$ cat src/rtl/pq_pkg.sv
package pq_pkg;
    localparam int PF_WORD_BYTES = 4;
    localparam int PF_OFF_W      = $clog2(PF_WORD_BYTES);
    localparam int PF_DATA_W     = PF_WORD_BYTES * 8;

    typedef enum logic [1:0] {
        PF_IDLE,
        PF_REQ,
        PF_WAIT,
        PF_DROP
    } pf_state_e;
endpackage

$ cat src/rtl/pq_byte_ring.sv
module pq_byte_ring
    import pq_pkg::*;
#(
    parameter int DEPTH = 16
) (
    input  logic                  clk,
    input  logic                  rst_n,
    input  logic                  clear,
    input  logic                  wr_en,
    input  logic [PF_OFF_W:0]     wr_num,
    input  logic [PF_DATA_W-1:0]  wr_data,
    input  logic                  rd_en,
    output logic                  not_empty,
    output logic                  space_ok,
    output logic [7:0]            head_byte
);
    // DEPTH must be a power of two so the pointers wrap by overflow.
    localparam int PTR_W = $clog2(DEPTH);
    localparam int CNT_W = PTR_W + 1;

    logic [7:0]       mem [DEPTH];
    logic [PTR_W-1:0] wr_ptr, rd_ptr;
    logic [CNT_W-1:0] count;
    logic [CNT_W-1:0] add_n, sub_n;

    assign add_n     = wr_en ? CNT_W'(wr_num) : '0;
    assign sub_n     = rd_en ? CNT_W'(1) : '0;
    assign not_empty = (count != '0);
    assign space_ok  = (count <= CNT_W'(DEPTH - PF_WORD_BYTES));
    assign head_byte = mem[rd_ptr];

    always_ff @(posedge clk) begin
        if (!rst_n || clear) begin
            wr_ptr <= '0;
            rd_ptr <= '0;
            count  <= '0;
        end else begin
            wr_ptr <= wr_ptr + PTR_W'(add_n);
            rd_ptr <= rd_ptr + PTR_W'(sub_n);
            count  <= count + add_n - sub_n;
        end
    end

    always_ff @(posedge clk) begin
        if (wr_en && !clear) begin
            for (int k = 0; k < PF_WORD_BYTES; k++) begin
                if (k < int'(wr_num)) begin
                    mem[wr_ptr + PTR_W'(k)] <= wr_data[8*k +: 8];
                end
            end
        end
    end

    // the controller only writes when the whole write fits
    p_no_overflow_r3: assert property (@(posedge clk) disable iff (!rst_n)
        wr_en |-> ({1'b0, count} + {1'b0, add_n}) <= (CNT_W + 1)'(DEPTH));
endmodule

$ cat src/rtl/pq_fetch_fsm.sv
module pq_fetch_fsm
    import pq_pkg::*;
#(
    parameter int                ADDR_W     = 32,
    parameter logic [ADDR_W-1:0] RESET_ADDR = '0
) (
    input  logic                clk,
    input  logic                rst_n,
    input  logic                flush,
    input  logic [ADDR_W-1:0]   flush_addr,
    input  logic                exec_busy,
    input  logic                space_ok,
    input  logic                fetch_ack,
    input  logic                rd_valid,
    output logic                fetch_req,
    output logic [ADDR_W-1:0]   fetch_addr,
    output logic                wr_en,
    output logic [PF_OFF_W:0]   wr_num,
    output logic [PF_OFF_W-1:0] skip
);
    pf_state_e st, nxt;
    logic      accepted;

    assign accepted = fetch_req && fetch_ack;

    always_ff @(posedge clk) begin
        if (!rst_n) st <= PF_IDLE;
        else        st <= nxt;
    end

    always_comb begin
        nxt = st;
        if (flush) begin
            if ((st == PF_WAIT && !rd_valid) || (st == PF_DROP && !rd_valid) ||
                (st == PF_REQ && accepted))
                nxt = PF_DROP;
            else
                nxt = PF_IDLE;
        end else begin
            unique case (st)
                PF_IDLE: if (space_ok) nxt = PF_REQ;
                PF_REQ:  if (accepted) nxt = PF_WAIT;
                PF_WAIT: if (rd_valid) nxt = PF_IDLE;
                PF_DROP: if (rd_valid) nxt = PF_IDLE;
                default: nxt = PF_IDLE;
            endcase
        end
    end

    always_comb begin
        fetch_req = (st == PF_REQ) && !exec_busy;
        wr_en     = (st == PF_WAIT) && rd_valid && !flush;
        wr_num    = (PF_OFF_W + 1)'(PF_WORD_BYTES) - {1'b0, skip};
    end

    always_ff @(posedge clk) begin
        if (!rst_n) begin
            fetch_addr <= {RESET_ADDR[ADDR_W-1:PF_OFF_W], PF_OFF_W'(0)};
            skip       <= '0;
        end else if (flush) begin
            fetch_addr <= {flush_addr[ADDR_W-1:PF_OFF_W], PF_OFF_W'(0)};
            skip       <= flush_addr[PF_OFF_W-1:0];
        end else if (wr_en) begin
            fetch_addr <= fetch_addr + ADDR_W'(PF_WORD_BYTES);
            skip       <= '0;
        end
    end

    // every request targets a whole doubleword
    p_aligned_r4: assert property (@(posedge clk) disable iff (!rst_n)
        fetch_req |-> fetch_addr[PF_OFF_W-1:0] == '0);
    // an unaccepted request keeps its address
    p_req_hold_r10: assert property (@(posedge clk) disable iff (!rst_n)
        (fetch_req && !fetch_ack && !flush) |=> (st == PF_REQ) && $stable(fetch_addr));
endmodule

$ cat src/rtl/instr_prefetch_queue.sv
module instr_prefetch_queue
    import pq_pkg::*;
#(
    parameter int                ADDR_W     = 32,
    parameter int                DEPTH      = 16,
    parameter logic [ADDR_W-1:0] RESET_ADDR = '0
) (
    input  logic                 clk,
    input  logic                 rst_n,
    input  logic                 flush,
    input  logic [ADDR_W-1:0]    flush_addr,
    input  logic                 exec_busy,
    output logic                 fetch_req,
    output logic [ADDR_W-1:0]    fetch_addr,
    input  logic                 fetch_ack,
    input  logic                 rd_valid,
    input  logic [PF_DATA_W-1:0] rd_data,
    output logic                 byte_valid,
    output logic [7:0]           byte_data,
    input  logic                 byte_ready
);
    logic                  space_ok, wr_en, not_empty;
    logic [PF_OFF_W:0]     wr_num;
    logic [PF_OFF_W-1:0]   skip;
    logic [PF_DATA_W-1:0]  aligned_data;

    pq_fetch_fsm #(.ADDR_W(ADDR_W), .RESET_ADDR(RESET_ADDR)) u_fsm (
        .clk(clk), .rst_n(rst_n), .flush(flush), .flush_addr(flush_addr),
        .exec_busy(exec_busy), .space_ok(space_ok), .fetch_ack(fetch_ack),
        .rd_valid(rd_valid), .fetch_req(fetch_req), .fetch_addr(fetch_addr),
        .wr_en(wr_en), .wr_num(wr_num), .skip(skip)
    );

    // drop the skipped leading bytes so lane 0 holds the first kept byte
    assign aligned_data = rd_data >> {skip, 3'b000};

    pq_byte_ring #(.DEPTH(DEPTH)) u_ring (
        .clk(clk), .rst_n(rst_n), .clear(flush), .wr_en(wr_en),
        .wr_num(wr_num), .wr_data(aligned_data),
        .rd_en(byte_valid && byte_ready), .not_empty(not_empty),
        .space_ok(space_ok), .head_byte(byte_data)
    );

    assign byte_valid = not_empty;

    // a redirect leaves nothing to offer in the next cycle
    p_flush_empty_r6: assert property (@(posedge clk) disable iff (!rst_n)
        flush |=> !byte_valid);
    // an offered byte waits unchanged for the decoder
    p_hold_byte_r9: assert property (@(posedge clk) disable iff (!rst_n)
        (byte_valid && !byte_ready && !flush) |=> byte_valid && $stable(byte_data));
endmodule

$ cat config.mk
export PLATFORM = sky130hd
export DESIGN_NAME = instr_prefetch_queue
export DESIGN_NICKNAME = d
export VERILOG_FILES = /design/src/rtl/pq_pkg.sv /design/src/rtl/pq_byte_ring.sv /design/src/rtl/pq_fetch_fsm.sv /design/src/rtl/instr_prefetch_queue.sv
export SDC_FILE = /design/constraint.sdc
export NUM_CORES = 1
export LEC_CHECK = 0
export ABC_AREA = 1
export BUFFER_PORTS_ARGS = -buffer_cell sky130_fd_sc_hd__buf_2
export CELL_PAD_IN_SITES_DETAIL_PLACEMENT = 0
export CELL_PAD_IN_SITES_GLOBAL_PLACEMENT = 1
export CORE_UTILIZATION = 47
export CTS_CLUSTER_SIZE = 14
export DETAILED_ROUTE_END_ITERATION = 16
export GPL_TIMING_DRIVEN = 0
export PLACE_DENSITY_LB_ADDON = 0.1
export SLEW_MARGIN = 25
export SYNTH_ARGS = -nofsm -noshare
export SYNTH_HDL_FRONTEND = slang
export SYNTH_HIERARCHICAL = 1
export SYNTH_SLANG_ARGS = --single-unit
$ cat constraint.sdc
create_clock -name clk -period 5.88 [get_ports clk]
set_input_delay 1.176 -clock clk [delete_from_list [all_inputs] [get_ports clk]]
set_output_delay 1.176 -clock clk [all_outputs]
set_load 0.02 [all_outputs]
==> summary.txt, run 1 <==
Detailed routing
  – Drt initial violations: about 2400
  – Vias per inst: roughly 5.8
  – Mean routed wirelength per cell: 22.64 um
  – First-pass iteration count of the detailed router: 9
  – Antenna viol nets, final: 0
  – Routed WL: roughly 66 mm
  – Drt drc: 0
  – Vias after detailed routing: approximately 17000

Floorplanning
  – Core Rows: 64
  – Width of the die: around 180 um
  – Die area: between 0.03 and 0.04 sq mm
  – Core area: roughly 0.031 sq mm
  – Initial Util: 47.70%
  – Die height: between 150 and 200 um
  – IO Count: approximately 110

Critical path
  – CP Class: input pin to register
  – CP max FO: 14
  – Worst endpoint required time: approximately 6000 ps
  – CP Launch Type: input pin
  – Worst setup EP type: register
  – Crit path DAT: 4260 ps

Yosys
  – Unique masters post-synth: between 40 and 50
  – Count leader, synth: nand2_1
  – Syn Std Cell Area: about 0.015 sq mm
  – Mux contribution to synthesized area: 0%
  – Post-synth top flop: edfxtp_1
  – Post-synth top area share: a little over a quarter
  – Avg Synthesized Cell Area: a little over 6 sq um
  – Seq/Total Area, Yosys: 32.79%
  – Top post-synthesis cells by area: edfxtp_1 26%, nand2_1 24%, nand3_1 12%
  – Simple-Gate Fraction of Synth Area: between 40% and 50%
  – Flops & latches, synth: approximately 180
  – FFs w/ async S/R, synth: 0%
  – Syn Inst Count: approximately 2400
  – Top cells by count, synth: 949 x nand2_1, 347 x nand3_1, 270 x inv_1
  – Post-synthesis xor/xnor area fraction: 1.140%
  – Compound-Gate Fraction of Synth Area: about 9%
  – Top cell type by total area after synthesis: edfxtp_1
  – Largest family of logic cells by synthesized area: simple AND/OR/NAND/NOR gates
  – Synthesized-area fraction occupied by adder cells: 1.732%
  – Post-synth EDFFs: 128
  – Warnings, synthesis: 6

Pwr
  – NetSw: between 1 and 1.5 mW
  – Clock power share: between 30 and 40%
  – Combinational Power Share: between 20% and 30%
  – Sequential share of power: 37.7%
  – Final Power: 3.704 mW
  – Internal: 2.273 mW
  – Max VDD drop: between 150 and 200 uV
  – P per Cell Area: approximately 230 mW/mm^2
  – Lkg Pwr: just under 8 nW
  – Sw Share: approximately two fifths

STA
  – Final Critical Period: 4174 ps
  – Setup TNS Final: 0 ps
  – RSZ-0062 raised after global routing: false
  – Least-Margin Pin Slew: roughly 1200 ps
  – Final Max Tran Viols: 0
  – Fmax: between 200 and 250 MHz
  – Period utilization: 70.98%
  – Final WS setup: about 1700 ps
  – WHS: between 400 and 500 ps
  – Max_slew headroom: ~18%
  – Clk_skew: about 22 ps
  – Final setup violation count: 0
  – Final-report hold violation count: 0

Final layout
  – Fin util: 53.12%
  – Area growth from synthesis to layout: 11.35%
  – Filler Cell Count: around 3200
  – Fraction of layout cells with a size suffix above 1: a little over a tenth
  – Nets: 2593
  – Ant diodes: 0
  – Fin cells: just under 3000
  – Post-layout instance area: around 0.016 sq mm

Run
  – Max-capacitance violation count: 0

CTS
  – Number of CTS-inserted buffers: 17
  – Clock buffer depth: 2
  – Clk sink count: 175
  – H-tree depth: 4
  – Setup bufs post-CTS: 0
  – Latest clock arrival within the worst-skew pair: between 400 and 500 ps
  – CTS tree: built
  – Root buf cell: clkbuf_16
  – CTS resizes: 0
  – CTS Hold Bufs: 0
  – Reg clk slew, reported paths: 80 ps

Place
  – IO Port Bufs: 110
  – Setup WS pre-CTS: roughly 1300 ps
  – Placed cell area: 0.01564 sq mm
  – Placed cells: 2880
  – DPL Wire Length: roughly 50 mm
  – GPL Wtd Cong: between 1 and 1.5

Global route
  – First-pass GRT wire length: approximately 94 mm
  – All-Layer GR Usage: between 40% and 50%
  – Largest net degree at the start of global routing: 20
  – Initial antenna violation count: 5
  – Total grt overflow: 0
  – Vias in the first global route: between 10000 and 15000

Outcome
  – Status: completed

Worst hold path
  – Worst min-delay path class: register to register
-- area by class of cell --
class                   instances  area, sq um  area share, %
clock buffers                  18        429.2          2.641
plain buffers                 118        556.8          3.427
well taps                     396        495.5          3.049
inverters                     296         1116          6.869
repair buffers                110        550.5          3.388
clock inverters                14        168.9          1.040
multi-input cells            1785         8147          50.14
flip-flops and latches        175         4785          29.45
-- placed cells by master (no fill, tap or decap), drive strengths merged, types with 2 or more instances in the layout --
master,count
o211ai,33
inv,295
dfxtp,47
nand4,15
xor2,11
nand2,969
ha,17
buf,171
clkbuf,75
clkinv,14
and2,3
nand3,352
a21oi,95
a31oi,15
nor2,156
o21a,3
fa,2
xnor2,5
conb,2
nor3,14
a22o,5
edfxtp,128
o21ai,84
-- power by group through the flow --
| stage | Sequential (mW) | Clock [mW] | Combinational (mW) |
|---|---|---|---|
| after floorplan | 1.43 | 0 | 0.609 |
| after global placement | 1.42 | 0 | 1.03 |
| after detailed placement | 1.43 | 0 | 1.05 |
| after CTS | 1.40 | 1.20 | 1.05 |
| after global routing | 1.40 | 1.24 | 1.17 |
| final | 1.40 | 1.20 | 1.11 |
-- worst max-delay path, cell delays in order --
cell,delay (ps)
buf_2,100
nand3_2,200
nor2_2,380
buf_2,390
nand2_1,170
nor2_1,390
buf_2,350
nand4_1,470
nand4_1,610
-- kinds of logic (layout without fill, tap and decap cells) --
kind of cell,count (synthesis),in the layout
simple gates,1511,1511
buf+inv,414,556
flops,175,175
fa+ha+maj,19,19
other cells,1,2
xor+xnor,16,16
compound gates,237,237
-- worst paths after layout --
path            startpoint                end  slack, ps  cells after the start
max               rd_valid  u_ring/mem[13][6]       1710                      9
min          u_fsm/skip[1]      u_fsm/skip[1]        480                      2
max reg2reg    u_fsm/st[0]  u_ring/mem[13][6]       2120                      9
min reg2reg  u_fsm/skip[1]      u_fsm/skip[1]        480                      2
-- routing by layer --
layer / up-vias / global-route usage [%] / share of wire (%)
met5: - / 0 / 0.033
met4: 4 / 26.94 / 7.2
met3: 262 / 10.44 / 12
met2: 1170 / 62.95 / 43
met1: 7592 / 52.94 / 38
li1: 7865 / - / -
-- sequential cells by signal, summed over array words and instances (netlist names) --
register	cells
u_ring/wr_ptr	4
u_fsm/skip	2
u_ring/mem	128
u_fsm/st	2
u_ring/count	5
u_ring/rd_ptr	4
u_fsm/fetch_addr	30
Power figures use the tool's default switching activity.
==> inputs of run 2 (changes only) <==
--- a/config.mk
+++ b/config.mk
@@ -9,7 +9,7 @@
 export BUFFER_PORTS_ARGS = -buffer_cell sky130_fd_sc_hd__buf_2
 export CELL_PAD_IN_SITES_DETAIL_PLACEMENT = 0
 export CELL_PAD_IN_SITES_GLOBAL_PLACEMENT = 1
-export CORE_UTILIZATION = 47
+export CORE_UTILIZATION = 39
 export CTS_CLUSTER_SIZE = 14
 export DETAILED_ROUTE_END_ITERATION = 16
 export GPL_TIMING_DRIVEN = 0
==> constraint.sdc (replaced) <==
create_clock -name clk -period 3.7 [get_ports clk]
set_input_delay 0.74 -clock clk [delete_from_list [all_inputs] [get_ports clk]]
set_output_delay 0.74 -clock clk [all_outputs]
set_load 0.02 [all_outputs]
==> summary.txt, run 2 (synthesis gave the netlist of run 1 again) <==
STA
  – Final setup violation count: 0 (unchanged)
  – Final-report hold violation count: 0 (unchanged)
  – Final WS setup: 63.77 ps (-1642 ps)
  – RSZ-0062 raised after global routing: false
  – Final Max Tran Viols: 0 (unchanged)
  – Clk_skew: 15.49 ps (-6.888 ps)
  – Max_slew headroom: 21.60% (+3.7 points)
  – Least-Margin Pin Slew: 1176 ps (-55.03 ps)
  – Fmax: 275.0 MHz
  – Period utilization: between 90% and 100%
  – Final Critical Period: 3636 ps

Floorplanning
  – Die area: 0.03819 sq mm (+20%)
  – IO Count: 113 (unchanged)
  – Initial Util: 39.76% (-7.9 points)
  – Width of the die: 195.4 um (+9.7%)
  – Die height: 195.4 um (+9.7%)
  – Core area: 0.03670 sq mm (+20%)
  – Core Rows: 70 (+9.4%)

Critical path
  – CP max FO: 10 (-4)
  – Worst path max stage delay: 830 ps (+220 ps)
  – Critical Path, Cell by Cell: buf_2 > buf_2 > nand3_1 > nand2_1 > clkbuf_1 > clkinv_1 > nand3_1 > nand3_1 > a21oi_1
  – CP Launch Type: register
  – Worst setup EP type: register
  – R2R depth: 9 (unchanged)
  – Buf/Inv on CP: 4 (+1)
  – CP most frequent cell: nand3_1
  – Crit path DAT: 3850 ps (-410 ps)
  – CP Class: register to register
  – Delay-heaviest family, CP: buffers and inverters
  – Crit. path cell count: 9 (unchanged)
  – Worst path slowest cell: clkinv_1
  – Worst endpoint required time: 3910 ps (-2060 ps)

Global route
  – Initial antenna violation count: 3 (-2)
  – Total grt overflow: 0 (unchanged)
  – First-pass GRT wire length: 102.0 mm (+8.2%)
  – Largest net degree at the start of global routing: 20 (unchanged)
  – All-Layer GR Usage: 37.02% (-4.7 points)
  – Vias in the first global route: 15270 (+3.1%)

Place
  – IO Port Bufs: 110 (unchanged)
  – GPL Wtd Cong: 1.028 (-3.6%)
  – Placed cells: 2952 (+2.5%)
  – DPL Wire Length: 53.62 mm (+7.7%)
  – Setup WS pre-CTS: -625.9 ps (-1958 ps)

CTS
  – CTS Hold Bufs: 0 (unchanged)
  – Root buf cell: clkbuf_16
  – Clock buffer depth: 2 (unchanged)
  – CTS tree: built
  – H-tree depth: 4 (unchanged)
  – Number of CTS-inserted buffers: 17 (unchanged)
  – Clk sink count: 175 (unchanged)
  – Latest clock arrival within the worst-skew pair: 460 ps (about the same)
  – Reg clk slew, reported paths: 80 ps (about the same)

Final layout
  – Sequential cell area: 0.004785 sq mm (unchanged)
  – Most frequent cells in the layout: 949 x nand2_1, 346 x nand3_1, 270 x inv_1
  – Top reg by flops: u_ring/mem
  – Fraction of layout cells with a size suffix above 1: 10.83% (+0.38 points)
  – Largest registers: u_ring/mem (128), u_fsm/fetch_addr (30), u_ring/count (5)
  – Largest register FFs: 128 (unchanged)
  – Leading cell type in the layout, fill and taps excluded: nand2_1
  – Fin util: 44.82% (-8.3 points)
  – Filler Cell Count: 4030 (+28%)
  – Multi-input gate area: 0.008162 sq mm (+0.18%)
  – Fin cells: 2991 (+2.7%)
  – Nets: 2598 (+0.19%)
  – Area growth from synthesis to layout: 12.73%

Detailed routing
  – Vias after detailed routing: 16530 (-2.2%)
  – Vias per inst: 5.525 (-4.8%)
  – Drt initial violations: 1543 (-35%)
  – Antenna viol nets, final: 0 (unchanged)
  – First-pass iteration count of the detailed router: 8 (-1)
  – Routed WL: 70.18 mm (+6.4%)
  – Drt drc: 0 (unchanged)
  – Mean routed wirelength per cell: 23.46 um (+3.6%)

Pwr
  – Max VDD drop: 319.0 uV (+70%)
  – P per Cell Area: 359.0 mW/mm^2 (+57%)
  – Lkg Pwr: 7.812 nW (+0.65%)

Worst hold path
  – Worst min-delay path class: register to register
  – Hold path depth: 2 (unchanged)

Outcome
  – Status: completed

Run
  – Max-capacitance violation count: 0 (unchanged)
[run 2: cell count changes in the layout (fill, tap and decap cells not counted), sizes merged]
cell	delta
clkinv	-1
inv	+2
diode	+2
buf	+4
[run 2: metal layers]
metal  global-route usage [%]  vias up  wire length (um)
met2                    57.92      876             31090
met5                        0        -                26
li1                         -     7858                 -
met1                    46.85     7614             28110
met4                    20.41        4              3969
met3                    8.929      173              6978
[run 2: area by class of cell]
| class | count | share of cell area, % |
|---|---|---|
| Multi-Input combinational cell | 1785 | 49.62 |
| Tap cell | 468 | 3.560 |
| Inverter | 296 | 6.785 |
| Antenna cell | 2 | 0.03043 |
| Timing Repair Buffer | 115 | 3.803 |
| Buffer | 118 | 3.392 |
| Clock inverter | 15 | 1.141 |
| Clock buffer | 17 | 2.586 |
| Sequential cell | 175 | 29.09 |
[run 2: path summary, 6_finish.rpt]
check / startpoint / end / slack (ps)
hold reg to reg: u_fsm/skip[1] / u_fsm/skip[1] / 500
hold / removal: u_fsm/skip[1] / u_fsm/skip[1] / 500
setup / recovery: u_fsm/skip[1] / u_ring/mem[8][7] / 60
setup reg to reg: u_fsm/skip[1] / u_ring/mem[8][7] / 60
[run 2: worst register-to-register path: stages (launching register included)]
cell	delay, ps
dfxtp_1	370
buf_2	190
buf_2	240
nand3_1	100
nand2_1	90
clkbuf_1	820
clkinv_1	830
nand3_1	290
nand3_1	100
a21oi_1	360
[run 2: timing repair]
action | in CTS | in global routing
endpoints found under the setup margin | 27 | 108
gates resized for setup | 1 | 4
pin swaps | 2 | 3
buffers inserted | 2 | 3
[run 2: power by group]
group | internal (mW) | total (mW) | switching (mW)
Clock | 0.976 | 1.91 | 0.938
Sequential | 2.17 | 2.22 | 0.0475
Combinational | 0.468 | 1.77 | 1.30
Total | 3.62 | 5.91 | 2.29
[run 2: per-stage QoR]
stage | hold slack, ps | instance area (sq um) | total power [mW] | setup TNS (ps)
6_report | 503.1 | 16450 | 5.906 | 0
5_1_grt | 548.7 | 16440 | 6.137 | 0
4_1_cts | 501.1 | 16370 | 5.877 | 0
3_5_place_dp | 487.9 | 15730 | 3.969 | -60030
3_3_place_gp | 483.0 | 15730 | 3.955 | -53700
2_1_floorplan | 449.8 | 14600 | 3.244 | 0
